**src/rtl/ecc_inj_pkg.sv**
```systemverilog
`timescale 1ns/1ps
// Package: shared widths and control-register bit positions for the
// ECC fault injection controller. Assumes a 7-bit control register.
package ecc_inj_pkg;
    localparam int CTRL_W   = 7;
    localparam int B_GEN    = 0;
    localparam int B_CHK    = 1;
    localparam int B_RMW    = 2;
    localparam int B_FSEC   = 3;
    localparam int B_FDED   = 4;
    localparam int B_FNEXT  = 5;
    localparam int B_ONCE   = 6;
    localparam logic [CTRL_W-1:0] CTRL_RST = 7'h07;
endpackage

```
**src/rtl/ecc_inj_mask.sv**
```systemverilog
`timescale 1ns/1ps
// Module: builds the XOR mask from one or two bit indices.
// Assumes indices are unsigned; an index >= DW matches no bit.
module ecc_inj_mask #(
    parameter int DW   = 32,
    parameter int IDXW = 16
) (
    input  logic [IDXW-1:0] idx_a,
    input  logic [IDXW-1:0] idx_b,
    input  logic            dbl,
    output logic [DW-1:0]   mask
);
    // One compare pair per data bit.
    for (genvar i = 0; i < DW; i++) begin : g_bit
        assign mask[i] = (idx_a == IDXW'(i)) | (dbl & (idx_b == IDXW'(i)));
    end
endmodule

```
**src/rtl/ecc_inj_match.sv**
```systemverilog
`timescale 1ns/1ps
// Module: decides whether the current access is corrupted and how.
// Assumes double force takes precedence over single force.
module ecc_inj_match #(
    parameter int RW = 32
) (
    input  logic          acc_valid,
    input  logic          acc_write,
    input  logic          write_thru,
    input  logic [RW-1:0] acc_row,
    input  logic [RW-1:0] target_row,
    input  logic          force_next,
    input  logic          force_sec,
    input  logic          force_ded,
    input  logic          bypass,
    input  logic          sec_wait,
    output logic          inj_single,
    output logic          inj_double
);
    logic hit;

    // Qualify access: strobe, ECC active, write-through, row or next-access.
    always_comb begin
        hit        = acc_valid && !bypass && (!acc_write || write_thru)
                     && (force_next || (acc_row == target_row));
        inj_double = hit && force_ded;
        inj_single = hit && force_sec && !force_ded && !sec_wait;
    end
endmodule

```
**src/rtl/ecc_inj_ctrl.sv**
```systemverilog
`timescale 1ns/1ps
// Module: control, target-row and bit-select registers with one-shot
// self-clearing of the force bits. Assumes a software write wins over
// any self-clear in the same cycle.
module ecc_inj_ctrl
    import ecc_inj_pkg::*;
#(
    parameter int RW   = 32,
    parameter int IDXW = 16
) (
    input  logic              clk,
    input  logic              rst_n,
    input  logic              ctrl_we,
    input  logic [CTRL_W-1:0] ctrl_wdata,
    input  logic              row_we,
    input  logic [RW-1:0]     row_wdata,
    input  logic              sel_we,
    input  logic [2*IDXW-1:0] sel_wdata,
    input  logic              acc_write,
    input  logic              wb_en,
    input  logic              wb_done,
    input  logic              inj_single,
    input  logic              inj_double,
    output logic [CTRL_W-1:0] ctrl,
    output logic [RW-1:0]     target_row,
    output logic [2*IDXW-1:0] bit_sel,
    output logic              sec_wait
);
    // Target row and bit-select registers.
    always_ff @(posedge clk) begin
        if (!rst_n) begin
            target_row <= '0;
            bit_sel    <= '0;
        end else begin
            if (row_we) target_row <= row_wdata;
            if (sel_we) bit_sel    <= sel_wdata;
        end
    end

    // Control register with one-shot clearing of force bits.
    always_ff @(posedge clk) begin
        if (!rst_n) begin
            ctrl     <= CTRL_RST;
            sec_wait <= 1'b0;
        end else if (ctrl_we) begin
            ctrl     <= ctrl_wdata;
            sec_wait <= 1'b0;
        end else if (ctrl[B_ONCE]) begin
            if (inj_double) ctrl[B_FDED] <= 1'b0;
            if (inj_single) begin
                if (wb_en && !acc_write) sec_wait      <= 1'b1;
                else                     ctrl[B_FSEC]  <= 1'b0;
            end
            if (sec_wait && wb_done) begin
                ctrl[B_FSEC] <= 1'b0;
                sec_wait     <= 1'b0;
            end
        end
    end
endmodule

```
**src/rtl/ecc_fault_inject.sv**
```systemverilog
`timescale 1ns/1ps
// Module: ECC fault injection controller top. Flips selected data bits
// on qualifying RAM accesses (combinational path) and exports the ECC
// enables. Assumes one access per cycle on acc_valid.
module ecc_fault_inject
    import ecc_inj_pkg::*;
#(
    parameter int DW   = 32,
    parameter int RW   = 32,
    parameter int IDXW = 16
) (
    input  logic              clk,
    input  logic              rst_n,
    input  logic              ctrl_we,
    input  logic [6:0]        ctrl_wdata,
    input  logic              row_we,
    input  logic [RW-1:0]     row_wdata,
    input  logic              sel_we,
    input  logic [2*IDXW-1:0] sel_wdata,
    input  logic              write_thru,
    input  logic              wb_en,
    input  logic              wb_done,
    input  logic              acc_valid,
    input  logic              acc_write,
    input  logic [RW-1:0]     acc_row,
    input  logic [DW-1:0]     data_in,
    output logic [DW-1:0]     data_out,
    output logic              inj_single,
    output logic              inj_double,
    output logic [6:0]        ctrl_q,
    output logic              ecc_gen_en,
    output logic              ecc_chk_en,
    output logic              rmw_en,
    output logic              ecc_bypass
);
    logic [CTRL_W-1:0] ctrl;
    logic [RW-1:0]     target_row;
    logic [2*IDXW-1:0] bit_sel;
    logic              sec_wait;
    logic [DW-1:0]     mask;

    ecc_inj_ctrl #(.RW(RW), .IDXW(IDXW)) i_ctrl (
        .clk(clk), .rst_n(rst_n),
        .ctrl_we(ctrl_we), .ctrl_wdata(ctrl_wdata),
        .row_we(row_we), .row_wdata(row_wdata),
        .sel_we(sel_we), .sel_wdata(sel_wdata),
        .acc_write(acc_write), .wb_en(wb_en), .wb_done(wb_done),
        .inj_single(inj_single), .inj_double(inj_double),
        .ctrl(ctrl), .target_row(target_row), .bit_sel(bit_sel),
        .sec_wait(sec_wait)
    );

    ecc_inj_match #(.RW(RW)) i_match (
        .acc_valid(acc_valid), .acc_write(acc_write),
        .write_thru(write_thru), .acc_row(acc_row),
        .target_row(target_row),
        .force_next(ctrl[B_FNEXT]), .force_sec(ctrl[B_FSEC]),
        .force_ded(ctrl[B_FDED]), .bypass(ecc_bypass),
        .sec_wait(sec_wait),
        .inj_single(inj_single), .inj_double(inj_double)
    );

    ecc_inj_mask #(.DW(DW), .IDXW(IDXW)) i_mask (
        .idx_a(bit_sel[IDXW-1:0]), .idx_b(bit_sel[2*IDXW-1:IDXW]),
        .dbl(inj_double), .mask(mask)
    );

    // Output data and enable decode.
    always_comb begin
        data_out   = data_in ^ (mask & {DW{inj_single | inj_double}});
        ctrl_q     = ctrl;
        ecc_gen_en = ctrl[B_GEN];
        ecc_chk_en = ctrl[B_CHK];
        rmw_en     = ctrl[B_RMW];
        ecc_bypass = !ctrl[B_GEN] && !ctrl[B_CHK];
    end
endmodule

```
**config.mk**
```make
export PLATFORM = sky130hd
export DESIGN_NAME = ecc_fault_inject
export DESIGN_NICKNAME = d
export VERILOG_FILES = /design/src/rtl/ecc_inj_pkg.sv /design/src/rtl/ecc_inj_mask.sv /design/src/rtl/ecc_inj_match.sv /design/src/rtl/ecc_inj_ctrl.sv /design/src/rtl/ecc_fault_inject.sv
export SDC_FILE = /design/constraint.sdc
export NUM_CORES = 1
export LEC_CHECK = 0
export CAP_MARGIN = 20
export CORE_ASPECT_RATIO = 1.5
export CORE_UTILIZATION = 43
export CTS_CLUSTER_DIAMETER = 100
export CTS_CLUSTER_SIZE = 25
export DETAILED_ROUTE_END_ITERATION = 8
export DONT_BUFFER_PORTS = 1
export HOLD_SLACK_MARGIN = 0.03
export RECOVER_POWER = 25
export SLEW_MARGIN = 15
export SYNTH_ARGS = -nofsm -noshare
export SYNTH_HDL_FRONTEND = slang
export SYNTH_HIERARCHICAL = 1
export SYNTH_SLANG_ARGS = --single-unit
```
**constraint.sdc**
```tcl
create_clock -name clk -period 5.5 [get_ports clk]
set_clock_uncertainty 0.1 [all_clocks]
set_input_delay 1.375 -clock clk [delete_from_list [all_inputs] [get_ports clk]]
set_output_delay 1.375 -clock clk [all_outputs]
set_load 0.05 [all_outputs]
```
# Word-level counts from Yosys, hierarchy flattened
# Cells that the tools add are included.
# word_totals
wordCells	176
romBits	0
out_inout_bits	45
latch_bits	0
inputBits	145
regBits	72
ramBits	0
memories	0
# classes
div	0
eq_ne	64
n_bitwise	68
addsub	0
muxes	9
shifts	0
multipliers	0
n_reduce_logical	29
order_cmp	0
# op_table
cell	count
$eq 16x5->1 const B	32
$eq 16x4->1 const B	16
$eq 16x3->1 const B	8
$eq 16x2->1 const B	4
$or 1x1->1	33
$and 1x1->1	32
$and 32x32->32	1
$eq 16x1->1 const B	2
$eq 32x32->1	1
$logic_not 16->1	2
$xor 32x32->32	1
$logic_and 1x1->1	10
$reduce_bool 2->1	4
$mux 1	7
$logic_not 1->1	6
$reduce_and 3->1	2
$mux 2	2
$ne 3x3->1 const B	1
$reduce_bool 3->1	1
$logic_or 1x1->1	2
$reduce_and 2->1	1
$reduce_or 2->1	1
$not 1->1	1

# Depth between registers and ports, before layout
# Gate-level depths: netlist of run 1.
# depth
ltp_word	13
depth_mapped	10
mapped_depth_nobuf	10

# Cells and area by module
# The synthesis of run 1 kept the hierarchy.
# modules_own_cells
mod	n_inst	seq_area_each_um2	cells_each	area_each_um2
ecc_inj_ctrl	1	1441.4	241	2802.7
ecc_fault_inject	1	0.0	74	650.6
ecc_inj_mask	1	0.0	82	598.1
ecc_inj_match	1	0.0	50	381.6

# Worst setup path before layout of run 1
# Ideal clock, no wire load.
# synth_path
path_kind	input port to output port
from	input port acc_row[8]
to	output port data_out[31]
arrival_ns	4.809
cell_stages	10
setup_slack_ns	-0.784
cell_sequence	xnor2_1 nand4_1 nor4_1 a21oi_1 nor2_1 nor4b_4 nand4_1 o22ai_1 o21ai_0 xnor2_1
# synth_between
word_cells_on_any_way	12
classes_between	eq/ne (1); bitwise (5); reduce/logical (6)
# synth_lines
element	line	rtl
start, declared	ecc_fault_inject.sv:25	input logic [RW-1:0] acc_row,
$eq 32x32->1	ecc_inj_match.sv:25	&& (force_next || (acc_row == target_row));
$logic_or 1x1->1	ecc_inj_match.sv:25	
$logic_and 1x1->1	ecc_inj_match.sv:25	
$logic_and 1x1->1	ecc_inj_match.sv:26	inj_double = hit && force_ded;
via inj_double	ecc_fault_inject.sv:29	output logic inj_double,
$and 1x1->1	ecc_inj_mask.sv:15	assign mask[i] = (idx_a == IDXW'(i)) | (dbl & (idx_b == IDXW'(i)));
$or 1x1->1	ecc_inj_mask.sv:15	
via mask[31]	ecc_fault_inject.sv:40	logic [DW-1:0] mask;
$and 32x32->32	ecc_fault_inject.sv:70	data_out = data_in ^ (mask & {DW{inj_single | inj_double}});
$xor 32x32->32	ecc_fault_inject.sv:70	
end, declared	ecc_fault_inject.sv:27	output logic [DW-1:0] data_out,
# The timed path passes the listed nets, and every way through them passes these cells.

# Worst setup path after layout of run 1
# layout_path
from	input port acc_row[18]
to	output port data_out[27]
# The elaborated chain is that of the path after synthesis.

==> PnR_summary.wiki, run 1 <==
{| class="wikitable"
! Metric !! Value
|-
| Outcome || finished with violations
|-
| Violated checks || DRC
|-
| Final weighted congestion of routability-driven global placement || 0.899
|-
| # fillers || 835
|-
| Core outline area || approximately 10000 µm²
|-
| Sequential cell area fraction in the yosys report || roughly 33%
|-
| Antenna diodes || 0
|-
| Syn Std Cell Area || around 4400 µm²
|-
| Static leakage || 2.29 nW
|-
| Antenna-violating nets left || 0
|-
| Yosys reg bits || 72
|-
| Maximum fanout encountered on the critical timing path || 6
|-
| Vertical die dimension || between 100 and 150 µm
|-
| Startpoint of the most critical register-to-register path || i_ctrl/target_row[18]
|-
| Drt drc || 12
|-
| Worst IR Drop VDD || between 0.2 and 0.25 mV
|-
| Synth warnings || 6
|-
| Summed negative setup slack over all endpoints || 0 ns
|-
| Utilization of the core after routing || about 59%
|-
| DRT Wirelength || 10.4 mm
|-
| Final count of negative-setup-slack endpoints || 0
|-
| Effective utilization at floorplan || between 40% and 50%
|-
| All-layer global routing usage || 19.2%
|-
| Post-synth ARST share || 0%
|-
| Number of antenna violations at the first check in global routing || 0
|-
| CTS Root Cell || sky130_fd_sc_hd__clkbuf_16
|-
| Pre-antenna DRT Iters || 6
|-
| Number of global-route vias before repair || between 3000 and 4000
|-
| Nets || between 600 and 700
|-
| Area Growth Syn to Fin || 33.6%
|-
| Synth Flop Type || sky130_fd_sc_hd__dfxtp_1
|-
| Boundary Pins || 190
|-
| Max Slew Vio Count || 0
|-
| Data required, critical path || 4.03 ns
|-
| Layout cell share with drive strength beyond 1 || 34.3%
|-
| Max Cap Viol || 0
|-
| Insertion delay of the later-clocked pin in the worst-skew pair || approximately 0.33 ns
|-
| Remaining max-slew budget at the tightest pin || between 30% and 40%
|-
| Vias after detailed routing || 3362
|-
| Kind of critical path || in2out
|-
| CTS clk-pin slew, worst paths || 0.06 ns
|-
| Count of flip-flops with a built-in enable after synthesis || 0
|-
| Average vias per placed instance || roughly 5.7
|-
| Inserted Clock Buffers || 9
|-
| GR Overflow Total || 0
|-
| Worst Setup End Kind || output port
|-
| Final Hold Vio Count || 0
|-
| Arrival time at the worst endpoint || 4.02 ns
|-
| Post-Syn Instances || 447
|-
| Wire per inst || around 17 µm
|-
| DP Wirelength || 8.06 mm
|-
| Post-synthesis cell type count || 38
|-
| Hold path start || i_ctrl/target_row[19]
|-
| Power per standard cell area || roughly 260 nW/µm²
|-
| Final Cycle Share || 99.8%
|-
| Port-buffer cells || 0
|-
| Slew @ Worst Pin || 0.962 ns
|-
| Syn Nets || roughly 590
|-
| Number of buffers on the longest clock path || 2
|-
| Clock tree from TritonCTS || built
|-
| Average footprint of a synthesized cell || approximately 9.9 µm²
|-
| Post-route worst hold slack || between 0.4 and 0.5 ns
|-
| RSZ-0062 raised after global routing || true
|-
| Path type of the worst min-delay path || reg2reg
|-
| Kind of start point of the critical path || input pin
|-
| Pin count of the biggest net entering global routing || 73
|-
| Total number of clock tree sinks || 72
|-
| Launch point of the critical path || acc_row[18]
|-
| Global-route wire length before repair || about 16 mm
|-
| H-tree levels || 3
|-
| Area of the die || between 10000 and 15000 µm²
|-
| Highest clock rate || roughly 180 MHz
|-
| Drt first-iter violations || between 100 and 150
|-
| Most common library cell in the layout ignoring fill and taps || sky130_fd_sc_hd__dfxtp_1
|-
| Num rows || 45
|-
| Min Clock Period, post-route || 5.49 ns
|-
| Top library cells by usage in the layout, fill and taps aside || 72 x sky130_fd_sc_hd__dfxtp_1, 69 x sky130_fd_sc_hd__mux2i_1, 69 x sky130_fd_sc_hd__nor2b_1
|-
| Die Width || around 85 µm
|}
## synth_stat cells (all sizes together), types with 2 or more instances
cell / count / area [µm²]
clkbuf: 14 / 67.6
nor2: 5 / 18.8
o21ai: 33 / 285
nor2b: 69 / 432
xnor2: 64 / 568
dfxtp: 72 / 1440
mux2i: 69 / 691
o22ai: 32 / 200
buf: 15 / 169
nor4: 7 / 110
nor3b: 6 / 45.0
nand4: 24 / 150
and3b: 3 / 26.3
nand2b: 8 / 57.6
or2: 3 / 18.8
nor4b: 2 / 38.8
nand3: 2 / 10.0
a21boi: 2 / 15.0
a21oi: 2 / 10.0
nand2: 9 / 33.8
## what timing repair did
item                       CTS  global route
hold buffers                 0             0
pin swaps                    4            15
cloned                       0             0
buffers inserted             0             1
setup endpoints to repair   32            31
gates resized for setup      6            26
## cells by family after synthesis
family / after synthesis / synth area share, %
AO/OA/AOI/OAI: 70 / 11.7
XOR/XNOR: 64 / 12.8
flip-flops: 72 / 32.5
buffers and inverters: 29 / 5.33
multiplexers: 69 / 15.6
AND/OR/NAND/NOR: 143 / 22.0
## metrics by stage
step	std cells	cell area [µm²]	setup WS, ns	power [mW]
detailed placement	578	5330	-0.314	0.857
CTS	594	5730	0.000823	1.57
finish	595	5920	0.00902	1.57
global route	595	5920	-0.191	1.63
global placement	578	5330	-0.278	0.851
floorplan	447	4670	0.105	0.800
## path summary, 6_finish.rpt
kind	endpoint	slack, ns	cells after the start
max	data_out[27]	0.009	12
min	i_ctrl/target_row[19]	0.43	2
max reg2reg	i_ctrl/ctrl[4]	2.82	9
min reg2reg	i_ctrl/target_row[19]	0.43	2
## worst max-delay path: stages
cell                      delay, ns
sky130_fd_sc_hd__xnor2_4       0.12
sky130_fd_sc_hd__nand4_1       0.17
sky130_fd_sc_hd__nor4_4        0.37
sky130_fd_sc_hd__a21oi_2       0.12
sky130_fd_sc_hd__nor2_4        0.35
sky130_fd_sc_hd__nor4b_4       0.31
sky130_fd_sc_hd__buf_4         0.19
sky130_fd_sc_hd__nand4_1       0.24
sky130_fd_sc_hd__o22ai_2       0.28
sky130_fd_sc_hd__o21ai_2       0.10
sky130_fd_sc_hd__xnor2_2       0.23
sky130_fd_sc_hd__buf_12        0.16
## final cells by class
type	instances	area (µm²)	share of cell area, %
clock buffer	10	239	4.03
clock inverter	6	130	2.20
multi-input combinational	346	3220	54.4
sequential	72	1440	24.3
tap	117	146	2.47
timing repair buffer	44	743	12.5
## where the power goes
part	internal, mW	switching [mW]	total [mW]
combinational	0.143	0.122	0.265
clock	0.499	0.210	0.709
sequential	0.553	0.0403	0.594
total	1.20	0.372	1.57
## routing by layer
| metal | vias up | GRT usage (%) | wire length [µm] |
|---|---|---|---|
| met5 | - | 0 | 0 |
| met4 | 0 | 9.57 | 283 |
| met3 | 24 | 5.40 | 756 |
| met2 | 133 | 35.2 | 5710 |
| met1 | 1564 | 19.7 | 3650 |
| li1 | 1641 | - | - |
## flip-flops by register name, summed over array words and instances (netlist names)
| name | count |
|---|---|
| i_ctrl/bit_sel | 32 |
| i_ctrl/target_row | 32 |
| i_ctrl/ctrl | 7 |
| i_ctrl/sec_wait | 1 |
(Power assumes the default switching activity.)
==> inputs of run 2 (changes only) <==
- CORE_UTILIZATION: 43 -> 40
==> run 2 against run 1 <==
- cell count up 5.0%
- clock power down 11%
- maximum frequency shrank 0.57%
- total power down 4.7%
- highest routed layer unchanged
- the flow finishes with violations (setup timing)
- global-route usage about the same
- sequential power barely moved
- sequential cell count stayed put
- critical path type unchanged
- register-to-register slack got worse by 0.04 ns
- setup slack lost 0.031 ns
- first-iteration DRC count decreased by 4.9%
- critical path depth is 1 higher
==> PnR_summary.wiki, run 2 (synthesis gave the netlist of run 1 again) <==
{| class="wikitable"
! Metric !! Value
|-
| Worst reg2reg setup slack || roughly 2.8 ns
|-
| Worst reg2reg path endpoint || i_ctrl/ctrl[4]
|-
| Power per standard cell area || 249 nW/µm²
|-
| Number of buffers on the longest clock path || 2
|-
| RSZ-0062 raised after global routing || true
|-
| CTS Hold Buffers Added || 0
|-
| DRT Wirelength || 11.2 mm
|-
| Total number of clock tree sinks || 72
|-
| Outcome || finished with violations
|-
| Final weighted congestion of routability-driven global placement || 0.908
|-
| Kind of critical path || in2out
|-
| Drt first-iter violations || ~120
|-
| Most common library cell in the layout ignoring fill and taps || sky130_fd_sc_hd__dfxtp_1
|-
| Slack of the critical path || -0.0224 ns
|-
| Maximum fanout encountered on the critical timing path || 6
|-
| Nets || roughly 620
|-
| Gate power share || between 10% and 20%
|-
| Effective utilization at floorplan || just over 40%
|-
| Boundary Pins || 190
|-
| Final Cycle Share || 100%
|-
| Worst IR Drop VDD || between 0.15 and 0.2 mV
|-
| Max Cap Viol || 0
|-
| GR Overflow Total || 0
|-
| Average vias per placed instance || ~5.4
|-
| P_sw || 0.376 mW
|-
| H-tree levels || 3
|-
| Cell depth of the worst hold path || 2
|-
| Vertical die dimension || between 100 and 150 µm
|-
| Summed negative setup slack over all endpoints || -0.0646 ns
|-
| Area of the die || ~12000 µm²
|-
| Registers with the most flip-flops || i_ctrl/bit_sel x32, i_ctrl/target_row x32, i_ctrl/ctrl x7
|-
| Endpoint of the worst hold-timing path || i_ctrl/target_row[20]
|-
| Global-route wire length before repair || 16.8 mm
|-
| Area Growth Syn to Fin || 35.3%
|-
| # fillers || around 950
|-
| Pre-antenna DRT Iters || 4
|-
| Path type of the worst min-delay path || reg2reg
|-
| DP Wirelength || between 8 and 9 mm
|-
| Antenna-violating nets left || 0
|-
| Inserted Clock Buffers || 9
|-
| Min Clock Period, post-route || 5.52 ns
|-
| Number of global-route vias before repair || between 3000 and 4000
|-
| Cells on worst reg2reg path || 10
|-
| Static leakage || 2.27 nW
|-
| Wire per inst || between 15 and 20 µm
|-
| Arrival time at the worst endpoint || between 4 and 5 ns
|-
| Data required, critical path || roughly 4.0 ns
|-
| Net Sw Frac || 25.2%
|-
| Sequential standard cell area || between 1000 and 1500 µm²
|-
| Num rows || 46
|-
| Violated checks || setup timing
|-
| Remaining max-slew budget at the tightest pin || 35.1%
|-
| CTS Root Cell || sky130_fd_sc_hd__clkbuf_16
|-
| Startpoint of the most critical register-to-register path || i_ctrl/target_row[1]
|-
| Die Width || around 90 µm
|-
| Highest clock rate || about 180 MHz
|-
| Core outline area || 10700 µm²
|-
| Port-buffer cells || 0
|-
| Vias after detailed routing || between 3000 and 4000
|-
| Layout cell share with drive strength beyond 1 || about a third
|-
| Number of antenna violations at the first check in global routing || 0
|-
| Max Slew Vio Count || 0
|-
| Clock tree from TritonCTS || built
|-
| Cell internal pwr || 1.12 mW
|-
| Sequential cell fraction of total power || 39.8%
|-
| Antenna diodes || 0
|-
| All-layer global routing usage || between 10% and 20%
|-
| Pre-CTS setup slack || -0.188 ns
|-
| Hold path start || i_ctrl/target_row[20]
|-
| CTS clk-pin slew, worst paths || around 0.050 ns
|-
| Pin count of the biggest net entering global routing || 73
|-
| Final count of negative-setup-slack endpoints || 6
|-
| Final Hold Vio Count || 0
|-
| Top library cells by usage in the layout, fill and taps aside || 72 x sky130_fd_sc_hd__dfxtp_1, 69 x sky130_fd_sc_hd__mux2i_1, 69 x sky130_fd_sc_hd__nor2b_1
|-
| Clk pwr share || between 40% and 50%
|-
| Insertion delay of the later-clocked pin in the worst-skew pair || ~0.32 ns
|-
| Slew @ Worst Pin || 0.972 ns
|-
| Drt drc || 0
|-
| Area taken by multi-input logic gates || between 3000 and 4000 µm²
|-
| Kind of start point of the critical path || input pin
|-
| Worst Setup End Kind || output port
|}
run 2: changes by cell type in the layout (fill, tap and decap cells not counted), sizes merged:
cell,previous run,this run
buf,44,47
clkbuf,10,11
clkinv,2,3
bufinv,4,2
run 2: how the worst max path moves through the flow:
stage / startpoint / end / slack (ns) / cells past startpoint
3_3_place_gp: acc_row[28] / data_out[27] / -0.12 / 13
5_1_grt: acc_row[1] / data_out[18] / -0.21 / 13
6_report: acc_row[1] / data_out[30] / -0.02 / 13
4_1_cts: acc_row[27] / data_out[6] / -0.02 / 13
3_5_place_dp: acc_row[28] / data_out[6] / -0.19 / 13
2_1_floorplan: acc_row[8] / data_out[31] / 0.10 / 10
run 2: worst max-delay path: stages:
cell and delay (ns):
sky130_fd_sc_hd__xnor2_4 0.12, sky130_fd_sc_hd__nand4_1 0.15, sky130_fd_sc_hd__nor4_2 0.30, sky130_fd_sc_hd__buf_4 0.17, sky130_fd_sc_hd__a21oi_4 0.07, sky130_fd_sc_hd__nor2_4 0.38, sky130_fd_sc_hd__nor4b_4 0.32, sky130_fd_sc_hd__buf_4 0.19
sky130_fd_sc_hd__nand4_1 0.20, sky130_fd_sc_hd__o22ai_1 0.31, sky130_fd_sc_hd__o21ai_2 0.11, sky130_fd_sc_hd__xnor2_2 0.19, sky130_fd_sc_hd__buf_12 0.16
run 2: power by group through the flow:
stage,clock network (mW),logic [mW],registers [mW]
final,0.631,0.269,0.595
after global routing,0.666,0.285,0.599
after CTS,0.648,0.266,0.595
after detailed placement,0,0.256,0.603
after global placement,0,0.251,0.602
after floorplan,0,0.202,0.598
run 2: layer usage:
layer	up-vias	share of wire [%]	GRT usage [%]
met5	-	0	0
met4	0	2.6	10.4
met3	18	8.5	5.40
met2	150	55	35.6
met1	1591	34	18.9
li1	1645	-	-
run 2: area by class of cell:
type,instances,share of cell area [%]
Timing Repair Buffer,47,12.7
Clock buffer,11,4.21
Sequential cell,72,24.0
Multi-Input combinational cell,346,54.7
Tap cell,144,3.00
Clock inverter,5,1.31
run 2: repair_timing:
action                                  in CTS  in global routing
pin swaps                                    8                 20
resized for setup                           23                 19
buffers inserted                             1                  2
endpoints found under the setup margin      27                 31
endpoints found under the hold margin        0                  0
run 2: stage by stage:
stage	utilization, %	cell area, µm²	power [mW]	std cells	hold slack [ns]
6_report	56.0	6000	1.49	625	0.433
5_1_grt	56.0	6000	1.55	625	0.444
4_1_cts	54.8	5860	1.51	623	0.435
3_5_place_dp	50.0	5360	0.859	606	0.427
3_3_place_gp	50.0	5360	0.854	606	0.418
2_1_floorplan	-	4670	0.800	447	0.404
